$ cat src/rtl/nbt_pkg.sv
package nbt_pkg;

  localparam int NIB_W = 4;

  typedef enum logic [3:0] {
    ST_IDLE,
    ST_SEL,
    ST_ADDR,
    ST_SIZE,
    ST_TARH,
    ST_TART,
    ST_SYNC,
    ST_DATA,
    ST_TAIL
  } nbt_state_e;

  localparam logic [NIB_W-1:0] CODE_START = 4'b1101;
  localparam logic [NIB_W-1:0] CODE_READY = 4'b0000;
  localparam logic [NIB_W-1:0] CODE_ONE   = 4'b0000;
  localparam logic [NIB_W-1:0] CODE_IDLE  = 4'b1111;

  function automatic logic is_start(input logic [NIB_W-1:0] nib);
    return nib == CODE_START;
  endfunction

  function automatic logic size_ok(input logic [NIB_W-1:0] nib);
    return nib == CODE_ONE;
  endfunction

  function automatic logic drives_bus(input nbt_state_e st);
    return (st == ST_SYNC) || (st == ST_DATA) || (st == ST_TAIL);
  endfunction

endpackage

$ cat src/rtl/nbt_frame_fsm.sv
module nbt_frame_fsm
  import nbt_pkg::*;
#(
  parameter int ADDR_NIBS = 7,
  parameter int DATA_NIBS = 2,
  parameter int CNT_W     = 3
) (
  input  logic             clk,
  input  logic             rst_n,
  input  logic             frame_n,
  input  logic [NIB_W-1:0] nib,
  input  logic [NIB_W-1:0] dev_id,
  output nbt_state_e       state,
  output logic [CNT_W-1:0] cnt,
  output logic             ev_start,
  output logic             ev_sel_hit,
  output logic             ev_sel_miss,
  output logic             ev_size_bad,
  output logic             ev_shift,
  output logic             ev_cap
);

  nbt_state_e       state_n;
  logic [CNT_W-1:0] cnt_n;

  assign ev_start    = !frame_n && is_start(nib);
  assign ev_sel_hit  = frame_n && (state == ST_SEL) && (nib == dev_id);
  assign ev_sel_miss = frame_n && (state == ST_SEL) && (nib != dev_id);
  assign ev_size_bad = frame_n && (state == ST_SIZE) && !size_ok(nib);
  assign ev_shift    = frame_n && (state == ST_ADDR);
  assign ev_cap      = frame_n && (state == ST_TARH);

  always_comb begin
    state_n = state;
    cnt_n   = cnt;
    if (!frame_n) begin
      state_n = ev_start ? ST_SEL : ST_IDLE;
      cnt_n   = '0;
    end else begin
      unique case (state)
        ST_IDLE: state_n = ST_IDLE;
        ST_SEL: begin
          state_n = ev_sel_hit ? ST_ADDR : ST_IDLE;
          cnt_n   = '0;
        end
        ST_ADDR: begin
          if (cnt == CNT_W'(ADDR_NIBS - 1)) begin
            state_n = ST_SIZE;
            cnt_n   = '0;
          end else begin
            cnt_n = cnt + 1'b1;
          end
        end
        ST_SIZE: state_n = ev_size_bad ? ST_IDLE : ST_TARH;
        ST_TARH: state_n = ST_TART;
        ST_TART: state_n = ST_SYNC;
        ST_SYNC: begin
          state_n = ST_DATA;
          cnt_n   = '0;
        end
        ST_DATA: begin
          if (cnt == CNT_W'(DATA_NIBS - 1)) begin
            state_n = ST_TAIL;
            cnt_n   = '0;
          end else begin
            cnt_n = cnt + 1'b1;
          end
        end
        ST_TAIL: state_n = ST_IDLE;
        default: state_n = ST_IDLE;
      endcase
    end
  end

  always_ff @(posedge clk or negedge rst_n) begin
    if (!rst_n) begin
      state <= ST_IDLE;
      cnt   <= '0;
    end else begin
      state <= state_n;
      cnt   <= cnt_n;
    end
  end

endmodule

$ cat src/rtl/nbt_addr_shift.sv
module nbt_addr_shift
  import nbt_pkg::*;
#(
  parameter int ADDR_W = 28
) (
  input  logic              clk,
  input  logic              rst_n,
  input  logic              shift_en,
  input  logic [NIB_W-1:0]  nib,
  output logic [ADDR_W-1:0] addr
);

  always_ff @(posedge clk or negedge rst_n) begin
    if (!rst_n) begin
      addr <= '0;
    end else if (shift_en) begin
      addr <= {addr[ADDR_W-NIB_W-1:0], nib};
    end
  end

endmodule

$ cat src/rtl/nbt_resp_drive.sv
module nbt_resp_drive
  import nbt_pkg::*;
#(
  parameter int DATA_W = 8,
  parameter int CNT_W  = 3
) (
  input  logic              clk,
  input  logic              rst_n,
  input  logic              cap_en,
  input  logic [DATA_W-1:0] rd_data,
  input  nbt_state_e        state,
  input  logic [CNT_W-1:0]  cnt,
  output logic [NIB_W-1:0]  bus_out,
  output logic              bus_oe
);

  localparam int DATA_NIBS = DATA_W / NIB_W;
  localparam int DI_W      = (DATA_NIBS > 1) ? $clog2(DATA_NIBS) : 1;

  logic [DATA_W-1:0] data_q;
  logic [NIB_W-1:0]  nibs [DATA_NIBS];
  logic [DI_W-1:0]   nib_idx;

  always_ff @(posedge clk or negedge rst_n) begin
    if (!rst_n) begin
      data_q <= '0;
    end else if (cap_en) begin
      data_q <= rd_data;
    end
  end

  for (genvar g = 0; g < DATA_NIBS; g++) begin : g_nib
    assign nibs[g] = data_q[g*NIB_W +: NIB_W];
  end

  assign nib_idx = cnt[DI_W-1:0];

  always_comb begin
    unique case (state)
      ST_SYNC: bus_out = CODE_READY;
      ST_DATA: bus_out = nibs[nib_idx];
      default: bus_out = CODE_IDLE;
    endcase
  end

  assign bus_oe = drives_bus(state);

endmodule

$ cat src/rtl/nbt_read_target.sv
module nbt_read_target
  import nbt_pkg::*;
#(
  parameter int ADDR_W = 28,
  parameter int DATA_W = 8
) (
  input  logic              clk,
  input  logic              rst_n,
  input  logic              frame_n,
  input  logic [3:0]        bus_in,
  input  logic [3:0]        dev_id,
  output logic [3:0]        bus_out,
  output logic              bus_oe,
  output logic              mem_req,
  output logic [ADDR_W-1:0] mem_addr,
  input  logic [DATA_W-1:0] mem_data
);

  localparam int ADDR_NIBS = ADDR_W / NIB_W;
  localparam int DATA_NIBS = DATA_W / NIB_W;
  localparam int MAX_NIBS  = (ADDR_NIBS > DATA_NIBS) ? ADDR_NIBS : DATA_NIBS;
  localparam int CNT_W     = (MAX_NIBS > 1) ? $clog2(MAX_NIBS) : 1;

  nbt_state_e       state;
  logic [CNT_W-1:0] cnt;
  logic             ev_start;
  logic             ev_sel_hit;
  logic             ev_sel_miss;
  logic             ev_size_bad;
  logic             ev_shift;
  logic             ev_cap;

  nbt_frame_fsm #(
    .ADDR_NIBS(ADDR_NIBS),
    .DATA_NIBS(DATA_NIBS),
    .CNT_W    (CNT_W)
  ) u_fsm (
    .clk        (clk),
    .rst_n      (rst_n),
    .frame_n    (frame_n),
    .nib        (bus_in),
    .dev_id     (dev_id),
    .state      (state),
    .cnt        (cnt),
    .ev_start   (ev_start),
    .ev_sel_hit (ev_sel_hit),
    .ev_sel_miss(ev_sel_miss),
    .ev_size_bad(ev_size_bad),
    .ev_shift   (ev_shift),
    .ev_cap     (ev_cap)
  );

  nbt_addr_shift #(
    .ADDR_W(ADDR_W)
  ) u_addr (
    .clk     (clk),
    .rst_n   (rst_n),
    .shift_en(ev_shift),
    .nib     (bus_in),
    .addr    (mem_addr)
  );

  nbt_resp_drive #(
    .DATA_W(DATA_W),
    .CNT_W (CNT_W)
  ) u_drive (
    .clk    (clk),
    .rst_n  (rst_n),
    .cap_en (ev_cap),
    .rd_data(mem_data),
    .state  (state),
    .cnt    (cnt),
    .bus_out(bus_out),
    .bus_oe (bus_oe)
  );

  assign mem_req = (state == ST_SIZE);

endmodule

$ cat config.mk
export PLATFORM = sky130hd
export DESIGN_NAME = nbt_read_target
export DESIGN_NICKNAME = d
export VERILOG_FILES = /design/src/rtl/nbt_pkg.sv /design/src/rtl/nbt_frame_fsm.sv /design/src/rtl/nbt_addr_shift.sv /design/src/rtl/nbt_resp_drive.sv /design/src/rtl/nbt_read_target.sv
export SDC_FILE = /design/constraint.sdc
export NUM_CORES = 1
export LEC_CHECK = 0
export BUFFER_PORTS_ARGS = -buffer_cell sky130_fd_sc_hd__buf_2
export CAP_MARGIN = 15
export CORE_UTILIZATION = 55
export DETAILED_ROUTE_END_ITERATION = 6
export PLACE_DENSITY = 0.86
export SETUP_SLACK_MARGIN = 0.15
export SYNTH_ARGS = -nofsm -noshare
export SYNTH_HDL_FRONTEND = slang
export SYNTH_SLANG_ARGS = --single-unit
export TNS_END_PERCENT = 10
$ cat constraint.sdc
create_clock -name clk -period 3.1 [get_ports clk]
set_input_delay 0.62 -clock clk [delete_from_list [all_inputs] [get_ports clk]]
set_output_delay 0.62 -clock clk [all_outputs]
set_load 0.02 [all_outputs]
; Word-level counts from Yosys, hierarchy flattened
; Index checks and enable logic that the tools add are counted.
[totals]
word_cells = 51
reg_bits = 43
in_bits = 19
[op_classes]
n_bitwise = 1
n_lt_le_gt_ge = 1
mux = 15
n_reduce_logical = 14
n_eq_ne = 15
addsub = 1
[ops]
columns = operator, count
row1 = case mux 4 bit (7 select lines), 1
row2 = two-way mux 4 bit, 6
row3 = "== test 4 x 3 -> 1 bit, second input constant", 4
row4 = two-way mux 3 bit, 4
row5 = case mux 3 bit (3 select lines), 1
row6 = "== test 4 x 2 -> 1 bit, second input constant", 2
row7 = "== test 4 bit, second input constant", 2
row8 = case mux 4 bit (2 select lines), 1
row9 = logical AND 1 bit, 7
row10 = "inequality test 3 bit, second input constant", 2
row11 = "== test 4 x 1 -> 1 bit, second input constant", 1
row12 = == test 4 bit, 1
row13 = logical NOT 4 bit, 1
row14 = "inequality test 4 x 2 -> 1 bit, second input constant", 1
row15 = "adder 3 x 1 -> 3 bit, second input constant", 1
row16 = "== test 3 x 1 -> 1 bit, second input constant", 1
row17 = "== test 3 bit, second input constant", 1
row18 = ">= comparator 2 bit, second input constant", 1
row19 = logical NOT 1 bit, 2
row20 = logical OR 1 bit, 2
row21 = two-way mux 2 bit, 1
row22 = NOT 1 -> 2 bit, 1
row23 = AND reduction 2 bit, 1
row24 = OR reduction 2 bit, 1
row25 = two-way mux 1 bit, 1

; Logic depth before layout (Yosys ltp)
[depth]
depth_word = 6
ltp_mapped = 6
ltp_nobuf = 5

; Cells and area by module
; Synthesis repeated with hierarchy kept, for this count alone.
[unflattened]
cells_unflattened = 158
hier_area_um2 = 2127.0
[modules_own_cells]
columns = mod, n_inst, cells_each, area_per_inst_um2
row1 = nbt_addr_shift, 1, 59, 1142.3
row2 = nbt_frame_fsm, 1, 70, 575.6
row3 = nbt_resp_drive, 1, 28, 396.6
row4 = nbt_read_target, 1, 1, 12.5

; Worst setup path after synthesis
; Ideal clock, no wire load.
[synth_timing]
path_kind = reg2out
from = register u_fsm.state[0]
to = output port bus_oe
t_arrival_ns = 1.190
path_stages_with_launch = 5
setup_slack_ns = 1.290
path_cell_list = dfrtp_1 -> buf_2 -> nor2_1 -> nand2_1 -> o21ai_0
[synth_via]
elab_chain_cells = 3
word_cells_on_any_way = 5
classes_between = eq/ne (3) / reduce/logical (2)
[synth_lines]
columns = item, line_no
row1 = "start, declared", nbt_frame_fsm.sv:13  ; output nbt_state_e state,
row2 = "start signal, assigned", nbt_frame_fsm.sv:80  ; state <= state_n;
row3 = == test 4 x 3 -> 1 bit, nbt_pkg.sv:31  ; return (st == ST_SYNC) || (st == ST_DATA) || (st == ST_TAIL);
row4 = logical OR 1 bit, nbt_pkg.sv:31
row5 = logical OR 1 bit *, nbt_pkg.sv:31
row6 = "end, declared", nbt_read_target.sv:13  ; output logic bus_oe,
; Mark *: on every way between the ends. The rest lies on a longest branch, timed or not.

; Worst setup path in the final report
[layout_timing]
from = register u_fsm.state[3]
to = output port bus_out[2]
[layout_via]
elab_chain_cells = 2
word_cells_on_any_way = 3
classes_between = eq/ne (2) / mux (1)
[layout_lines]
columns = item, line_no
row1 = == test 4 x 3 -> 1 bit, nbt_resp_drive.sv:39  ; unique case (state)
row2 = case mux 4 bit (2 select lines) *, nbt_resp_drive.sv:39
row3 = "end, declared", nbt_read_target.sv:12  ; output logic [3:0] bus_out,
; Marked as above.

==> reports/qor.csv <==
stage;metric;value;unit
pwr;clock power share;35.1;%
clock_network;H-tree depth reported by CTS;2;
worst_hold_path;worst min-delay path class;input pin to async pin;
sta;clock skew;5.39;ps
grt;vias in the first global route;1438;
sta;slew at the pin with the worst max-slew slack;929;ps
clock_network;clock sinks;43;
floorplanning;initial core utilization;58.9;%
routing;Metal-1 WL;1680;um
clock_network;number of setup buffers added after CTS;0;
grt;pin count of the biggest net entering global routing;44;
setup_path;CP max stage cell;dfrtp_1;
synth;Syn Nets;179;
finish;area grow syn2layout;18.5;%
setup_path;startpoint types;flop;
finish;multi-input logic area;900;um^2
finish;antenna cell count;0;
routing;routed len/inst;15.2;um
placement;Placed Cells;251;
placement;I/O Buffers;52;
pwr;Seq pwr share;57.1;%
setup_path;Register-to-Register Path Depth;5;
sta;relative slew slack;38.0;%
setup_path;Setup crit end;bus_out[2];
grt;Remaining Overflow, GRT;0;
synth;Gate Count Post-Synth;160;
placement;Final HPWL DP;2760;um
finish;end-of-flow core utilization;69.7;%
routing;Max Used Layer;met4;
floorplanning;Rows;21;
routing;drt pass-1 iters;4;
floorplanning;core outline area;3440;um^2
clock_network;post_cts resized;0;
setup_path;reg-to-reg startpoint;u_fsm.state[2]$_DFFE_PN0P_;
sta;setup violators final;0;
sta;hold slack;458;ps
setup_path;worst reg-to-reg setup slack;1250;ps
pwr;Net Sw Frac;24.3;%
synth;Async SR Flop Fraction;100;%
routing;# DRC;0;
synth;top post-synthesis cells by area;dfrtp_1 (53%), mux2_2 (22%), a21o_1 (2.2%), buf_2 (1.7%), xor2_1 (1.7%);
routing;WL final;3930;um
routing;Via density;5.64;
sta;fin crit share;72.3;%
synth;most frequent cell after synthesis;dfrtp_1;
synth;Yosys top cell by area;dfrtp_1;
sta;RSZ-0062 raised after global routing;false;
setup_path;crit-path cells;and2b_1 > nand2_1 > a21o_1 > buf_2;
clock_network;Post-CTS Hold Fix Bufs;0;
routing;DRT iter0 DRCs;65;
synth;synthesized area;2030;um^2
grt;initial antenna violation count;0;
sta;Final min period;2240;ps
grt;first-pass GRT wire length;6620;um
setup_path;Crit. End Element;output pin;
synth;Avg Inst Size Synth;12.7;um^2
pwr;PwrDens;436;nW/um^2
synth;Syn. warnings;0;
placement;final RePlAce weighted congestion;0.849;
clock_network;CTS tree;yes;
finish;Fill cells;244;
synth;post-synthesis sequential area ratio;53.1;%
clock_network;CTS Root Buffer Type;clkbuf_8;
finish;Layout Nets;231;
clock_network;Inserted Clock Buffers;5;
setup_path;crit-path max cell delay;520;ps
clock_network;Worst-path clk slew;80;ps
synth;top post-synthesis cells by count;dfrtp_1 (43), mux2_2 (40), nor2_1 (8), buf_2 (7), nand2_1 (7);
synth;Post-synth EDFFs;0;
floorplanning;DIE AREA;3930;um^2
finish;layout cell share with drive strength beyond 1;48.6;%
setup_path;critical path depth;4;
pwr;Static Leak;0.00131;uW
grt;GRT Total Usage;21.6;%
sta;Max Clock Freq;0.446;GHz
pwr;Worst VDD drop;0.000314;V
setup_path;delay-heaviest family, CP;flip-flops;
synth;Synth Flop Type;dfrtp_1;
run_status;status;complete, no violations;
clock_network;Longest Clk Path Bufs;2;
sta;Fin. Hold Viols;0;
setup_path;Bufs and invs on worst path;1;
setup_path;Crit Path Category;flop to output pin;
setup_path;crit path DAT;1620;ps
pwr;P_int;791;uW
sta;setup tns final;0;ps
synth;post-synth top area share;53.1;%
pwr;Comb pwr share;7.8;%
routing;via count;1455;
finish;register area;1080;um^2
routing;metal3 WL;157;um
clock_network;Skew-Pair Late Insertion Delay;290;ps
pwr;Sw Pwr;254;uW
setup_path;Worst Setup SP;u_fsm.state[3]$_DFFE_PN0P_;
synth;synthesized flop and latch total;43;
synth;synth unique cells;37;
routing;met2 wire len;2010;um
job;number of max-cap violations;0;
floorplanning;Die W;62.7;um
setup_path;data required time of the worst path;2480;ps
sta;Pins Over Slew Limit;0;
routing;DRT antenna net count;0;
setup_path;r2r endpoint;u_fsm.cnt[1]$_DFFE_PN0P_;
floorplanning;# IOs;53;
setup_path;CP max FO;13;
floorplanning;Die H;62.7;um
finish;Final Non-Filler Cells;258;
## routing by layer
metal	GRT usage [%]	vias to the layer above
met5	0	-
met4	10.5	0
met3	3.65	9
met2	35.5	46
met1	27.7	720
li1	-	680
## worst reg2reg max path, cell delays in order (launching register included)
cell	delay, ps
dfrtp_1	560
nor4b_4	360
a211oi_2	120
or4b_1	480
a21oi_1	160
a21o_1	120
## worst min-delay path by stage
stage / start / endpoint / slack, ps / depth (start not counted)
2_1_floorplan: rst_n / u_addr.addr[0]$_DFFE_PN0P_ / 320 / 0
3_3_place_gp: u_drive.data_q[5]$_DFFE_PN0P_ / u_drive.data_q[5]$_DFFE_PN0P_ / 480 / 1
3_5_place_dp: u_drive.data_q[0]$_DFFE_PN0P_ / u_drive.data_q[0]$_DFFE_PN0P_ / 490 / 1
4_1_cts: rst_n / u_addr.addr[20]$_DFFE_PN0P_ / 500 / 1
5_1_grt: rst_n / u_addr.addr[21]$_DFFE_PN0P_ / 540 / 1
6_report: rst_n / u_addr.addr[17]$_DFFE_PN0P_ / 460 / 1
## cell usage in the layout, fill, tap and decap left out, drive strengths merged, types with 2 or more instances in the layout
cell / n
a21o: 6
a21oi: 4
buf: 53
clkbuf: 6
dfrtp: 43
inv: 3
mux2: 40
nand2: 7
nand2b: 2
nand3: 2
nand3b: 3
nor2: 8
nor2b: 2
nor3: 3
nor3b: 2
o21ai: 3
or4: 2
xor2: 4
## metrics by stage
stage                     cell area (um^2)  total power [uW]  setup slack (ps)
final                                 2400              1050               857
after global routing                  2400              1080               769
after floorplan                       2030               649              1290
after global placement                2310               682              1220
after CTS                             2400              1050               861
after detailed placement              2310               689              1200
## sequential cells by signal, summed over array words and instances (netlist names)
signal          cells
u_fsm.cnt           3
u_drive.data_q      8
u_addr.addr        28
u_fsm.state         4
## cell families after synthesis
family	synth area share, %
mux	22.2
flops	53.1
compound gates	9.08
buf+inv	2.47
xor+xnor	1.73
simple gates	11.4
## final cells by class
| class | instances | share of cell area [%] |
|---|---|---|
| clock inverter | 1 | 0.365 |
| inverter | 2 | 0.313 |
| tap | 46 | 2.40 |
| clock buffer | 6 | 3.44 |
| timing repair buffer | 53 | 11.2 |
| sequential | 43 | 44.8 |
| multi-input combinational | 107 | 37.5 |
## power by group through the flow
stage          sequential, uW  clock [uW]  combinational, uW
6_report                  597         367               81.2
5_1_grt                   599         393               90.4
4_1_cts                   596         371               82.0
3_5_place_dp              608           0               81.8
3_3_place_gp              605           0               76.7
2_1_floorplan             596           0               52.4
Note: power is estimated with default switching activity, not from simulation.
